$ cat src/rtl/link_tap_rx.sv
module link_tap_rx #(
  parameter int SPB = 8,
  parameter int DW  = 8
) (
  input  logic          clk,
  input  logic          rst,
  input  logic          line_i,
  output logic [DW-1:0] q,
  output logic          q_valid,
  input  logic          q_ack,
  output logic          ack_evt,
  output logic          frame_err,
  output logic          overrun
);
  localparam int CW = (SPB > 2) ? $clog2(SPB) : 1;
  localparam int NB = DW + 3;
  localparam int BW = $clog2(NB + 1);
  localparam logic [BW-1:0] LASTB = BW'(NB - 1);
  localparam logic [CW-1:0] HALF0 = CW'(SPB / 2 - 1);
  localparam logic [CW-1:0] FULL0 = CW'(SPB - 1);

  logic          s1, s2, s3;
  logic          busy;
  logic [CW-1:0] cnt;
  logic [BW-1:0] bidx;
  logic [DW-1:0] sh;
  logic [DW-1:0] slot [2];
  logic [1:0]    vld;
  logic          wp, rp;

  wire take = q_valid && q_ack;

  assign q       = slot[rp];
  assign q_valid = vld[rp];

  always_ff @(posedge clk) begin
    if (rst) begin
      s1 <= 1'b1; s2 <= 1'b1; s3 <= 1'b1;
      busy <= 1'b0; cnt <= '0; bidx <= '0; sh <= '0;
      slot[0] <= '0; slot[1] <= '0;
      vld <= 2'b00; wp <= 1'b0; rp <= 1'b0;
      ack_evt <= 1'b0; frame_err <= 1'b0; overrun <= 1'b0;
    end else begin
      s1 <= line_i;
      s2 <= s1;
      s3 <= s2;
      ack_evt <= 1'b0;
      if (!busy) begin
        if (!s2 && s3) begin
          busy <= 1'b1;
          cnt  <= HALF0;
          bidx <= '0;
        end
      end else if (cnt != '0) begin
        cnt <= cnt - 1'b1;
      end else begin
        cnt  <= FULL0;
        bidx <= bidx + 1'b1;
        if (bidx == '0) begin
          if (s2) busy <= 1'b0;
        end else if (bidx == BW'(1)) begin
          if (!s2) begin
            busy    <= 1'b0;
            ack_evt <= 1'b1;
          end
        end else if (bidx == LASTB) begin
          busy <= 1'b0;
          if (!s2) frame_err <= 1'b1;
          else if (vld[wp]) overrun <= 1'b1;
          else begin
            slot[wp] <= sh;
            vld[wp]  <= 1'b1;
            wp       <= ~wp;
          end
        end else begin
          sh <= {s2, sh[DW-1:1]};
        end
      end
      if (take) begin
        vld[rp] <= 1'b0;
        rp      <= ~rp;
      end
    end
  end


  q_hold_chk: assert property (@(posedge clk) disable iff (rst)
    (q_valid && !q_ack) |=> (q_valid && $stable(q)));


  ferr_sticky_chk: assert property (@(posedge clk) disable iff (rst)
    frame_err |=> frame_err);


  ovr_sticky_chk: assert property (@(posedge clk) disable iff (rst)
    overrun |=> overrun);


  ack_pulse_chk: assert property (@(posedge clk) disable iff (rst)
    ack_evt |=> !ack_evt);


  valid_src_chk: assert property (@(posedge clk) disable iff (rst)
    $rose(q_valid) |-> ($past(busy) && !busy));
endmodule

$ cat config.mk
export PLATFORM = sky130hd
export DESIGN_NAME = link_tap_rx
export DESIGN_NICKNAME = d
export VERILOG_FILES = /design/src/rtl/link_tap_rx.sv
export SDC_FILE = /design/constraint.sdc
export NUM_CORES = 1
export LEC_CHECK = 0
export ABC_CLOCK_PERIOD_IN_PS = 1900
export BUFFER_PORTS_ARGS = -buffer_cell sky130_fd_sc_hd__buf_2
export CAP_MARGIN = 20
export CELL_PAD_IN_SITES_DETAIL_PLACEMENT = 1
export CELL_PAD_IN_SITES_GLOBAL_PLACEMENT = 2
export CORE_MARGIN = 4
export CORE_UTILIZATION = 35
export DETAILED_ROUTE_END_ITERATION = 10
export PLACE_DENSITY_LB_ADDON = 0.1
export SLEW_MARGIN = 20
export SYNTH_ARGS = -nofsm -noshare
export SYNTH_HDL_FRONTEND = slang
export SYNTH_SLANG_ARGS = --single-unit
export TNS_END_PERCENT = 10
$ cat constraint.sdc
create_clock -name clk -period 1.9 [get_ports clk]
set_input_delay 0.285 -clock clk [delete_from_list [all_inputs] [get_ports clk]]
set_output_delay 0.285 -clock clk [all_outputs]
set_load 0.05 [all_outputs]
==> impl_metrics.json, run 1 <==
{
  "status": "complete, no violations",
  "skew_ps": 3.67,
  "dr.pass1.iters": 4,
  "grt_pass1_wl_microns": 6710,
  "slowest_delay_ps": 390,
  "die_h_microns": 82.3,
  "synth-seq-area-share": 0.529,
  "hold_end": "s1",
  "cpMostUsedCell": "and3_1",
  "drive_gt1_frac": 0.259,
  "path_cells": "inv_1 > ha_1 > and4b_4 > and3_1 > buf_4 > and3_1",
  "slew_headroom": 0.713,
  "clock-sinks": 43,
  "cts_tree": "built",
  "dp_hpwl_microns": 2870,
  "cts_root_buf": "clkbuf_8",
  "worst-path-buf-inv": 2,
  "antenna_found_initial": 0,
  "start_kind": "register",
  "start_util": 0.369,
  "yosysTopAreaCell": "dfxtp_1",
  "fillers": 575,
  "syn_nets": 183,
  "drt_iter0_drc": 53,
  "min_path_cells": 2,
  "synth_edf_count": 16,
  "wl_microns": 3810,
  "drc": 0,
  "grt_pass1_vias": 1422,
  "portBuffers": 15,
  "worstSetupEndpointType": "register",
  "reg2reg_depth": 6,
  "max-clock-path-buffers": 2,
  "drt-vias-per-instance": 5.05,
  "setup-tns-final_ps": 0,
  "die_w_microns": 82.3,
  "netlist_top_cells_area": "dfxtp_1 28%, edfxtp_1 25%, mux2_2 5.8%, mux2i_1 4.1%, ha_1 3.9%",
  "synthCells": 173,
  "avgSynthCellArea_sq_um": 11.2,
  "setup_viol": 0,
  "power.density_nw_per_um2": 768,
  "diodes": 0,
  "grt.total_usage": 0.130,
  "wl_per_cell_microns": 14.5,
  "ys_async_sr_fraction": 0,
  "max_cap_violations": 0,
  "clkTransAtPathRegs_ps": 80,
  "r2r_end": "slot[1][5]",
  "grt_overflow_total": 0,
  "min_from": "line_i",
  "crit_family": "simple AND/OR/NAND/NOR gates",
  "timing.reg2reg.setup_slack_ps": 190,
  "ys.flop_type": "dfxtp_1",
  "multi_input_area_sq_um": 820,
  "seq_area_sq_um": 1020,
  "worstSetupPathDepth": 6,
  "synth-seq-cells": 43,
  "maxSlewViolCount": 0,
  "gp_congestion": 0.800,
  "cts-buffers-inserted": 5,
  "rsz0062_at_grt": "false",
  "hold_path_class": "input port to register",
  "vias": 1328,
  "clk_latency_ps": 290,
  "yosys.cell_types.count": 39,
  "final.period_utilization": 0.902,
  "rows": 26,
  "fp.coreArea_sq_um": 5240,
  "layout_min_cycle_time_ps": 1710,
  "r2r-start": "bidx[0]",
  "grt_max_degree": 14,
  "nNetsFinal": 202,
  "synthDominantCellAreaShare": 0.280,
  "num_io_pins": 16,
  "max_clock_freq_mhz": 584,
  "total_power_mw": 1.67,
  "crit_type": "register to register",
  "worstPathRequired_ps": 1950,
  "tightest_slew_ps": 430,
  "area.growth.synth_to_final_pct": 12.5,
  "cpMaxStageDelayCell": "dfxtp_2",
  "p_leak_nw": 0.883,
  "antenna_left": 0,
  "post_cts_buffers": 0,
  "whs_ps": 176,
  "fp.dieArea_sq_um": 6770,
  "yosys_warnings": 0,
  "finalHoldViolCount": 0,
  "crit_path_start": "bidx[0]",
  "cp.arrival_ps": 1760,
  "cts_max_level": 2,
  "path_max_fanout": 9,
  "irDropWorstVdd_uv": 299,
  "syn_area_sq_um": 1930
}
-- metal layers --
layer  global-route usage  part of all wire  wire length (microns)  up-vias
met5                    0                 0                      0        -
met4               0.0465             0.014                     55        0
met3               0.0358             0.030                    116        7
met2                0.226              0.51                   1950       19
met1                0.151              0.44                   1680      647
li1                     -                 -                      -      655
-- cell families after synthesis --
logic type                 after synthesis  synth area share
and+or+nand+nor                         62             0.186
adders and majority gates                6            0.0389
buffers and inverters                   18            0.0473
DFF                                     43             0.529
AOI/OAI and AO/OA                       26            0.0992
muxes                                   18            0.0998
-- final cells by class --
| type | count | area share |
|---|---|---|
| clock buffers | 6 | 0.0334 |
| clock inverters | 2 | 0.00576 |
| inverters | 8 | 0.0138 |
| multi-input cells | 112 | 0.377 |
| flip-flops and latches | 43 | 0.471 |
| well taps | 70 | 0.0403 |
| repair buffers | 22 | 0.0588 |
-- flip-flops by register name, indices dropped and copies added (netlist names), named ones only --
| name | count |
|---|---|
| frame_err | 1 |
| s1 | 1 |
| vld | 2 |
| s2 | 1 |
| wp | 1 |
| slot | 16 |
| overrun | 1 |
| rp | 1 |
| cnt | 3 |
| busy | 1 |
| bidx | 4 |
| ack_evt | 1 |
| s3 | 1 |
| sh | 8 |
-- repair_timing --
item	in CTS	in global routing
endpoints found under the hold margin	0	0
hold buffers	0	0
resized for setup	0	2
setup endpoints to repair	0	24
-- synthesized netlist by cell type (all sizes together), types with 3 or more instances --
cell type / number
dfxtp: 27
edfxtp: 16
nand2: 15
mux2: 10
and3: 9
and2: 8
inv: 8
mux2i: 8
a21oi: 7
nand3: 7
buf: 6
ha: 6
a311oi: 4
clkbuf: 4
nor3: 4
nor2: 3
o21ai: 3
or2: 3
-- how the worst max path moves through the flow --
stage                 end  slack (ps)
2_1_floorplan  slot[1][0]         160
3_3_place_gp   slot[1][7]         160
3_5_place_dp   slot[1][7]          70
4_1_cts        slot[1][1]          60
5_1_grt        slot[0][3]          20
6_report       slot[1][5]         190
-- through the flow --
step	area, sq um	instances	utilization	setup WS (ps)
floorplan	1930	173	-	158
global placement	2080	255	0.398	163
detailed placement	2080	255	0.398	67.5
CTS	2170	263	0.414	63.7
global route	2170	263	0.415	18.1
finish	2170	263	0.415	186
-- layout by cell type (no fill, tap or decap), types with 7 or more instances in the layout --
cell       n
mux2_2    10
buf_4      7
mux2i_1    8
and3_1     9
nand3_1    7
and2_1     8
edfxtp_1  16
inv_1      8
nand2_1   15
buf_2     15
dfxtp_1   26
a21oi_1    7
-- where the power goes --
part / switching (mW) / leakage [nW] / internal (mW)
registers: 0.0130 / 0.382 / 0.975
logic: 0.0774 / 0.459 / 0.0401
clock network: 0.306 / 0.0412 / 0.257
total: 0.396 / 0.883 / 1.27
Power figures use the tool's default switching activity.
==> run 2, diff against run 1 <==
--- a/config.mk
+++ b/config.mk
@@ -13,6 +13,7 @@
 export CORE_MARGIN = 4
 export CORE_UTILIZATION = 35
 export DETAILED_ROUTE_END_ITERATION = 10
+export MAX_ROUTING_LAYER = met4
 export PLACE_DENSITY_LB_ADDON = 0.1
 export SLEW_MARGIN = 20
 export SYNTH_ARGS = -nofsm -noshare
==> impl_metrics.json, run 2 (synthesis results as in run 1) <==
{
  "status": "complete, no violations",
  "cts_root_buf": "clkbuf_8",
  "nNetsFinal": 202,
  "die_h_microns": 82.3,
  "min_path_cells": 2,
  "dp_worst_setup_slack_ps": 67.5,
  "total_power_mw": 1.67,
  "fp.coreArea_sq_um": 5240,
  "dr.pass1.iters": 4,
  "setup_viol": 0,
  "p_leak_nw": 0.883,
  "gp_congestion": 0.812,
  "portBuffers": 15,
  "setup-tns-final_ps": 0,
  "largest_reg_flops": 16,
  "wl_per_cell_microns": 14.5,
  "antenna_left": 0,
  "clock-sinks": 43,
  "grt_max_degree": 14,
  "grt.total_usage": 0.133,
  "finalHoldViolCount": 0,
  "crit_type": "register to register",
  "cts_tree": "built",
  "hold_path_class": "input port to register",
  "dpl.cell_count": 255,
  "drt_iter0_drc": 52,
  "cts-buffers-inserted": 5,
  "r2r-start": "bidx[0]",
  "tightest_slew_ps": 430,
  "grt_pass1_vias": 1422,
  "drc": 0,
  "worstSetupEndpointType": "register",
  "final_cell_mix": "26 x dfxtp_1, 16 x edfxtp_1, 15 x nand2_1, 15 x buf_2, 10 x mux2_2",
  "dp_hpwl_microns": 2870,
  "fp.dieArea_sq_um": 6770,
  "irDropWorstVdd_uv": 299,
  "antenna_found_initial": 0,
  "min_from": "line_i",
  "clk_latency_ps": 290,
  "cp.arrival_ps": 1760,
  "drive_gt1_frac": 0.259,
  "wl_microns": 3800,
  "rows": 26,
  "path_max_fanout": 9,
  "cts_max_level": 2,
  "start_util": 0.369,
  "r2r_end": "slot[1][5]",
  "grt_pass1_wl_microns": 6710,
  "diodes": 0,
  "drt-vias-per-instance": 5.05,
  "hold_end": "s1",
  "max-clock-path-buffers": 2,
  "maxSlewViolCount": 0,
  "instances_no_fill": 263,
  "area.growth.synth_to_final_pct": 12.5,
  "power.density_nw_per_um2": 768,
  "final_common_cell": "dfxtp_1",
  "vias": 1328,
  "skew_ps": 3.57,
  "clkTransAtPathRegs_ps": 80,
  "start_kind": "register",
  "fin_util": 0.415,
  "rsz0062_at_grt": "false",
  "num_io_pins": 16,
  "max_cap_violations": 0,
  "timing.final.ws_setup_ps": 186,
  "fillers": 575,
  "die_w_microns": 82.3,
  "grt_overflow_total": 0,
  "layout_min_cycle_time_ps": 1710,
  "reg_top3": "slot: 16 flops, sh: 8 flops, bidx: 4 flops",
  "slew_headroom": 0.713,
  "top_register": "slot",
  "max_clock_freq_mhz": 583,
  "final.period_utilization": 0.902,
  "timing.reg2reg.setup_slack_ps": 190,
  "reg2reg_depth": 6,
  "worstPathRequired_ps": 1950,
  "crit_path_start": "bidx[0]",
  "hold_buffers": 0
}
## run 2: cell counts in the layout (fill, tap and decap cells not counted)
Identical to the previous run, type by type.
## run 2: worst max path at each step
stage	to	slack, ps	cells after the start
global route	slot[0][3]	20	5
CTS	slot[1][1]	60	5
floorplan	slot[1][0]	160	6
detailed placement	slot[1][7]	70	5
global placement	slot[1][7]	160	5
finish	slot[1][5]	190	6
## run 2: layout make-up
cell class / count / area [sq um] / area share
flip-flops and latches: 43 / 1020 / 0.471
well taps: 70 / 87.6 / 0.0403
clock buffers: 6 / 72.6 / 0.0334
multi-input cells: 112 / 820 / 0.377
repair buffers: 22 / 128 / 0.0588
clock inverters: 2 / 12.5 / 0.00576
inverters: 8 / 30.0 / 0.0138
## run 2: metrics by stage
stage / cell area (sq um) / hold slack [ps]
floorplan: 1930 / 389
global placement: 2080 / 393
detailed placement: 2080 / 402
CTS: 2170 / 170
global route: 2170 / 171
finish: 2170 / 176
## run 2: routing by layer
layer	vias to the layer above	global-route usage	wire length (microns)
met3	7	0.0358	116
met4	0	0.0465	55
li1	655	-	-
met1	647	0.151	1680
met5	-	-	0
met2	19	0.226	1950
## run 2: report_power, final
part           leakage [nW]  internal, mW  total, mW  switching [mW]
sequential            0.382         0.975      0.988          0.0130
clock                0.0412         0.257      0.563           0.306
combinational         0.459        0.0401      0.117          0.0774
total                 0.883          1.27       1.67           0.396
## run 2: worst max-delay path: stages (launching register included)
cell and delay (ps):
dfxtp_2 390, inv_1 100, ha_1 230, and4b_4 230
and3_1 190, buf_4 160, and3_1 170
## run 2: timing repair
action | in CTS | in global routing
resized for setup | 0 | 2
setup buffers | 0 | 0
endpoints found under the setup margin | 0 | 24
